$ cat config.mk
export PLATFORM = sky130hd
export DESIGN_NAME = bus_err_aggregator
export DESIGN_NICKNAME = d
export VERILOG_FILES = /design/src/rtl/bea_pkg.sv /design/src/rtl/bea_router.sv /design/src/rtl/bea_pend_bank.sv /design/src/rtl/bea_regport.sv /design/src/rtl/bus_err_aggregator.sv
export SDC_FILE = /design/constraint.sdc
export NUM_CORES = 1
export LEC_CHECK = 0
export BUFFER_PORTS_ARGS = -buffer_cell sky130_fd_sc_hd__buf_2
export CORE_AREA = 2 2 134 136
export DETAILED_ROUTE_END_ITERATION = 8
export DIE_AREA = 0 0 136 138
export HOLD_SLACK_MARGIN = 0.06
export MAX_ROUTING_LAYER = met4
export REMOVE_ABC_BUFFERS = 1
export SLEW_MARGIN = 20
export SYNTH_ARGS = -nofsm -noshare
export SYNTH_HDL_FRONTEND = slang
export SYNTH_SLANG_ARGS = --single-unit
$ cat constraint.sdc
create_clock -name clk_i -period 1.2 [get_ports clk_i]
set_clock_uncertainty 0.15 [all_clocks]
set_input_delay 0.12 -clock clk_i [delete_from_list [all_inputs] [get_ports clk_i]]
set_output_delay 0.12 -clock clk_i [all_outputs]
set_load 0.05 [all_outputs]
$ cat src/rtl/bea_pkg.sv
package bea_pkg;

    localparam int unsigned IRQ_ID_W = 8;

    typedef enum logic {
        BANK_NS  = 1'b0,
        BANK_SEC = 1'b1
    } bank_e;

    typedef struct packed {
        logic valid;
        logic secure;
        logic from_cpu;
    } err_evt_t;

    typedef struct packed {
        logic  wr;
        bank_e bank;
        logic  secure;
    } reg_acc_t;

    // Only a CPU-started transaction may claim the Secure bank.
    function automatic bank_e route_bank(input err_evt_t e);
        return (e.secure && e.from_cpu) ? BANK_SEC : BANK_NS;
    endfunction

    function automatic logic acc_may_touch(input reg_acc_t a);
        return (a.bank == BANK_NS) || a.secure;
    endfunction

endpackage

$ cat src/rtl/bea_router.sv
module bea_router
    import bea_pkg::*;
#(
    parameter int unsigned     NSEG      = 64,
    parameter logic [NSEG-1:0] POPULATED = '1
) (
    input  logic [NSEG-1:0] valid_i,
    input  logic [NSEG-1:0] secure_i,
    input  logic [NSEG-1:0] cpu_i,
    output logic [NSEG-1:0] set_ns_o,
    output logic [NSEG-1:0] set_sec_o
);

    for (genvar g = 0; g < NSEG; g++) begin : g_seg
        if (POPULATED[g]) begin : g_live
            err_evt_t evt;
            bank_e    dst;
            always_comb begin
                evt.valid    = valid_i[g];
                evt.secure   = secure_i[g];
                evt.from_cpu = cpu_i[g];
                dst          = route_bank(evt);
                set_ns_o[g]  = evt.valid && (dst == BANK_NS);
                set_sec_o[g] = evt.valid && (dst == BANK_SEC);
            end
        end else begin : g_hole
            logic unused_in;
            assign unused_in    = valid_i[g] ^ secure_i[g] ^ cpu_i[g];
            assign set_ns_o[g]  = 1'b0;
            assign set_sec_o[g] = 1'b0;
        end
    end

endmodule

$ cat src/rtl/bea_pend_bank.sv
module bea_pend_bank #(
    parameter int unsigned     NSEG      = 64,
    parameter logic [NSEG-1:0] POPULATED = '1
) (
    input  logic            clk_i,
    input  logic            rst_i,
    input  logic [NSEG-1:0] set_i,
    input  logic [NSEG-1:0] clr_i,
    output logic [NSEG-1:0] pend_o,
    output logic            irq_o
);

    logic [NSEG-1:0] pend_q;
    logic [NSEG-1:0] pend_d;
    logic            irq_q;

    always_comb begin
        // set is applied after clear, so a same-cycle event wins
        pend_d = ((pend_q & ~clr_i) | set_i) & POPULATED;
    end

    always_ff @(posedge clk_i) begin
        if (rst_i) begin
            pend_q <= '0;
            irq_q  <= 1'b0;
        end else begin
            pend_q <= pend_d;
            irq_q  <= |pend_q;
        end
    end

    assign pend_o = pend_q;
    assign irq_o  = irq_q;

    AST_SET_WINS: assert property (@(posedge clk_i) disable iff (rst_i)
        !$past(rst_i) |-> ((pend_q & $past(set_i)) == $past(set_i)));

    AST_STICKY: assert property (@(posedge clk_i) disable iff (rst_i)
        !$past(rst_i) |-> ((($past(pend_q) & ~pend_q) & ~$past(clr_i)) == '0));

    AST_HOLE_ZERO: assert property (@(posedge clk_i) disable iff (rst_i)
        (pend_q & ~POPULATED) == '0);

    AST_IRQ_RISE: assert property (@(posedge clk_i) disable iff (rst_i)
        ((pend_q != '0) && !irq_q && !$past(rst_i) && ($past(pend_q) == '0)) |=> irq_q);

endmodule

$ cat src/rtl/bea_regport.sv
module bea_regport
    import bea_pkg::*;
#(
    parameter int unsigned NSEG = 64
) (
    input  logic            wr_i,
    input  logic            sel_i,
    input  logic            secure_i,
    input  logic [NSEG-1:0] wdata_i,
    input  logic [NSEG-1:0] pend_ns_i,
    input  logic [NSEG-1:0] pend_sec_i,
    output logic [NSEG-1:0] clr_ns_o,
    output logic [NSEG-1:0] clr_sec_o,
    output logic [NSEG-1:0] rdata_o
);

    reg_acc_t acc;
    logic     allowed;

    always_comb begin
        acc.wr     = wr_i;
        acc.bank   = bank_e'(sel_i);
        acc.secure = secure_i;
        allowed    = acc_may_touch(acc);

        clr_ns_o  = '0;
        clr_sec_o = '0;
        if (acc.wr && allowed) begin
            if (acc.bank == BANK_SEC) clr_sec_o = wdata_i;
            else                      clr_ns_o  = wdata_i;
        end

        if (!allowed)                  rdata_o = '0;
        else if (acc.bank == BANK_SEC) rdata_o = pend_sec_i;
        else                           rdata_o = pend_ns_i;
    end

    always_comb begin
        AST_NS_READ_MASK: assert (!(sel_i && !secure_i) || (rdata_o == '0));
    end

endmodule

$ cat src/rtl/bus_err_aggregator.sv
module bus_err_aggregator
    import bea_pkg::*;
#(
    parameter int unsigned     NSEG       = 64,
    parameter logic [NSEG-1:0] POPULATED  = 64'h0001_0000_7F03_FF7F,
    parameter int unsigned     NS_IRQ_ID  = 32,
    parameter int unsigned     SEC_IRQ_ID = 33
) (
    input  logic                clk_i,
    input  logic                rst_i,
    input  logic [NSEG-1:0]     err_valid_i,
    input  logic [NSEG-1:0]     err_secure_i,
    input  logic [NSEG-1:0]     err_cpu_i,
    input  logic                reg_wr_i,
    input  logic                reg_sel_i,
    input  logic                reg_secure_i,
    input  logic [NSEG-1:0]     reg_wdata_i,
    output logic [NSEG-1:0]     reg_rdata_o,
    output logic                irq_ns_o,
    output logic                irq_sec_o,
    output logic [IRQ_ID_W-1:0] irq_ns_id_o,
    output logic [IRQ_ID_W-1:0] irq_sec_id_o
);

    localparam int unsigned NBANK = 2;

    logic [NSEG-1:0] set_v  [NBANK];
    logic [NSEG-1:0] clr_v  [NBANK];
    logic [NSEG-1:0] pend_v [NBANK];
    logic            irq_v  [NBANK];

    bea_router #(.NSEG(NSEG), .POPULATED(POPULATED)) u_router (
        .valid_i   (err_valid_i),
        .secure_i  (err_secure_i),
        .cpu_i     (err_cpu_i),
        .set_ns_o  (set_v[BANK_NS]),
        .set_sec_o (set_v[BANK_SEC])
    );

    bea_regport #(.NSEG(NSEG)) u_regport (
        .wr_i       (reg_wr_i),
        .sel_i      (reg_sel_i),
        .secure_i   (reg_secure_i),
        .wdata_i    (reg_wdata_i),
        .pend_ns_i  (pend_v[BANK_NS]),
        .pend_sec_i (pend_v[BANK_SEC]),
        .clr_ns_o   (clr_v[BANK_NS]),
        .clr_sec_o  (clr_v[BANK_SEC]),
        .rdata_o    (reg_rdata_o)
    );

    for (genvar b = 0; b < NBANK; b++) begin : g_bank
        bea_pend_bank #(.NSEG(NSEG), .POPULATED(POPULATED)) u_bank (
            .clk_i  (clk_i),
            .rst_i  (rst_i),
            .set_i  (set_v[b]),
            .clr_i  (clr_v[b]),
            .pend_o (pend_v[b]),
            .irq_o  (irq_v[b])
        );
    end

    assign irq_ns_o     = irq_v[BANK_NS];
    assign irq_sec_o    = irq_v[BANK_SEC];
    assign irq_ns_id_o  = IRQ_ID_W'(NS_IRQ_ID);
    assign irq_sec_id_o = IRQ_ID_W'(SEC_IRQ_ID);

    AST_DEV_TO_NS: assert property (@(posedge clk_i) disable iff (rst_i)
        !rst_i |=> ((pend_v[BANK_NS] & $past(err_valid_i & ~err_cpu_i & POPULATED))
                    == $past(err_valid_i & ~err_cpu_i & POPULATED)));

    AST_CPU_SEC_ROUTE: assert property (@(posedge clk_i) disable iff (rst_i)
        !rst_i |=> ((pend_v[BANK_SEC] & $past(err_valid_i & err_secure_i & err_cpu_i & POPULATED))
                    == $past(err_valid_i & err_secure_i & err_cpu_i & POPULATED)));

    AST_NS_CLR_SPARES_SEC: assert property (@(posedge clk_i) disable iff (rst_i)
        (reg_wr_i && !reg_sel_i) |=> (($past(pend_v[BANK_SEC]) & ~pend_v[BANK_SEC]) == '0));

    AST_SEC_WR_GUARD: assert property (@(posedge clk_i) disable iff (rst_i)
        (reg_wr_i && reg_sel_i && !reg_secure_i) |=> (($past(pend_v[BANK_SEC]) & ~pend_v[BANK_SEC]) == '0));

endmodule

==> results.cfg <==
[drt]
wl_um = 12800
vias = 3854
drt_iter0_drc = 131
routedWlPerCell_um = 13.9
drc = 0
viasPerCell = 4.18
antenna_left = 0
dr.pass1.iters = 5

[synth]
synth-main-ff-cell = dfxtp_1
synth_top_area_frac = 0.343
synthTopCellsByArea = dfxtp_1 (34%), buf_4 (14%), o21ai_0 (7.9%)
ys_seq_area_frac = 0.343
synth_common_cells = nand2_1 (59), buf_4 (57), dfxtp_1 (52)
syn_inst = 427
yosys.cell_count.top_type = nand2_1
syn_area_per_cell_sq_um = 7.11
synth.distinct_cells = 20
yosys_register_bits = 52
netlist_area_sq_um = 3040
async_flop_share = 0
yosys.area.top_type = dfxtp_1
yosys_warnings = 0
synth_edf_count = 0

[final_layout]
antenna_cells = 0
syn2layout_area_growth_pct = 95.7
final_cell_area_sq_um = 5940
nNetsFinal = 953
layout-drive-gt1-share = 0.459

[grt]
grt_use_met2 = 0.234
gr-usage-met1 = 0.158
grt_pass1_vias = 3896
grt_overflow = 0
grt_max_degree = 53
antenna_found_initial = 0
grt_usage = 0.135
grtUsageMet3 = 0.0260
grt_first_pass_wirelength_um = 19400
grt-busiest-layer = met2

[timing]
slew_violations = 0
finalCritPeriodShare = 1.14
clock.fmax_ghz = 0.731
hold_viol = 0
finalSetupViolations = 27
period_needed_ns = 1.37
rsz0062_at_grt = yes
setup_ws_ns = -0.168

[placement]
hpwlAfterDp_um = 8390
gp_congestion = 0.778
io_buffers = 131
placedInstanceArea_sq_um = 4030

[power]
p_leak_nw = 2.63
power_per_cell_area_nw_per_um2 = 958
power_mw = 5.69
ir_drop_uv = 808

[clock_network]
cts_tree = built
cts_buffers = 5
h-tree-depth = 2
cts_buffer_depth = 2
root_buffer = clkbuf_16
numClockSinks = 52
clock_latency_ns = 0.29
clk_pin_slew_ns = 0.07

[setup_path]
crit_arrival_ns = 1.38
crit_slowest_cell = dfxtp_4
critical_path.top_delay_family = simple AND/OR/NAND/NOR gates
crit_type = reg2reg
cp_data_required_time_ns = 1.21
cp-end-kind = flip-flop
cp-start-kind = flip-flop
crit_path_max_incr_delay_ns = 0.36
cp_max_fo = 2
path_buf_inv = 1
cp_cell_sequence = nor4_4 -> buf_4 -> and4_4 -> a41oi_2

[die]
dieArea_sq_um = 18800
start_util = 0.173
die_h_um = 138
fp-row-count = 49
die_w_um = 136
io_pins = 343
core_sq_um = 17500

[outcome]
outcome = complete, but fails checks
violations = negative setup slack

[hold_path]
hold_class = in2reg

[flow_run]
maxCapViolCount = 0
==> report_power, final <==
part,internal (mW),switching [mW]
Combinational,0.851,1.20
Clock,0.993,0.683
Sequential,1.86,0.111
Total,3.70,1.99
==> timing repair <==
action	CTS	global route
pin swaps	7	6
hold buffers	97	0
gates resized for setup	207	19
hold endpoints to repair	50	0
setup endpoints to repair	28	27
buffers inserted	13	5
==> area by class of cell <==
type | count | area (sq um)
Fill cell | 1791 | 11600
Timing Repair Buffer | 283 | 2380
Multi-Input combinational cell | 308 | 1820
Sequential cell | 52 | 1120
Tap cell | 229 | 287
Inverter | 42 | 160
Clock buffer | 5 | 125
Clock inverter | 3 | 46.3
==> worst reg2reg max path, cell delays in order, from the launching register on <==
cell and delay (ns):
dfxtp_4 0.36, nor4_4 0.29, buf_4 0.16, and4_4 0.21, a41oi_2 0.08
==> registers in the layout, summed over array words and instances, names as in the netlist <==
register	cells
g_bank.u_bank.irq_o	2
g_bank.u_bank.pend_o	50
==> layout by cell type (no fill, tap or decap), types with 3 or more instances in the layout <==
| cell type | instances |
|---|---|
| a21oi_1 | 33 |
| a32oi_1 | 16 |
| buf_12 | 11 |
| buf_2 | 105 |
| buf_4 | 32 |
| buf_6 | 38 |
| clkbuf_16 | 5 |
| conb_1 | 55 |
| dfxtp_2 | 44 |
| dfxtp_4 | 6 |
| dlygate4sd3_1 | 97 |
| inv_1 | 24 |
| inv_2 | 17 |
| nand2_1 | 59 |
| nand3_1 | 13 |
| nand3_2 | 17 |
| nand3_4 | 3 |
| nand4_1 | 17 |
| nor2_1 | 19 |
| nor4_1 | 5 |
| nor4_4 | 3 |
| o21ai_0 | 23 |
| o21ai_1 | 10 |
| o21ai_2 | 22 |
| o21ai_4 | 3 |
==> cell families after synthesis <==
logic type,after synthesis,synth area share
buffers and inverters,120,0.230
flip-flops,52,0.343
other,2,0.00247
AO/OA/AOI/OAI,110,0.205
AND/OR/NAND/NOR,143,0.220
==> metrics by stage <==
| step | TNS, ns | util | cells | setup slack (ns) | hold WS, ns |
|---|---|---|---|---|---|
| global placement | -3.59 | 0.230 | 800 | -0.279 | 0.230 |
| floorplan | -12.76 | - | 402 | -0.523 | 0.0391 |
| finish | -2.67 | 0.339 | 922 | -0.168 | 0.0843 |
| CTS | -3.01 | 0.332 | 917 | -0.190 | 0.0674 |
| detailed placement | -3.63 | 0.230 | 800 | -0.286 | 0.229 |
| global route | -3.91 | 0.339 | 922 | -0.227 | 0.120 |
==> final timing paths <==
kind,from,endpoint,slack (ns),cells after the start
hold reg to reg,g_bank[1].u_bank.pend_o[29],g_bank[1].u_bank.pend_o[29],0.34,2
setup reg to reg,g_bank[1].u_bank.pend_o[17],g_bank[1].u_bank.irq_o,-0.17,4
hold / removal,reg_wdata_i[2],g_bank[0].u_bank.pend_o[2],0.08,4
setup / recovery,g_bank[1].u_bank.pend_o[17],g_bank[1].u_bank.irq_o,-0.17,4
==> metal layers <==
metal | vias up | share of wire | wire length [um]
met2 | 170 | 0.50 | 6370
li1 | 1898 | - | -
met5 | - | 0 | 0
met4 | 0 | 0.017 | 221
met1 | 1764 | 0.42 | 5440
met3 | 22 | 0.062 | 795
(Power assumes the default switching activity.)
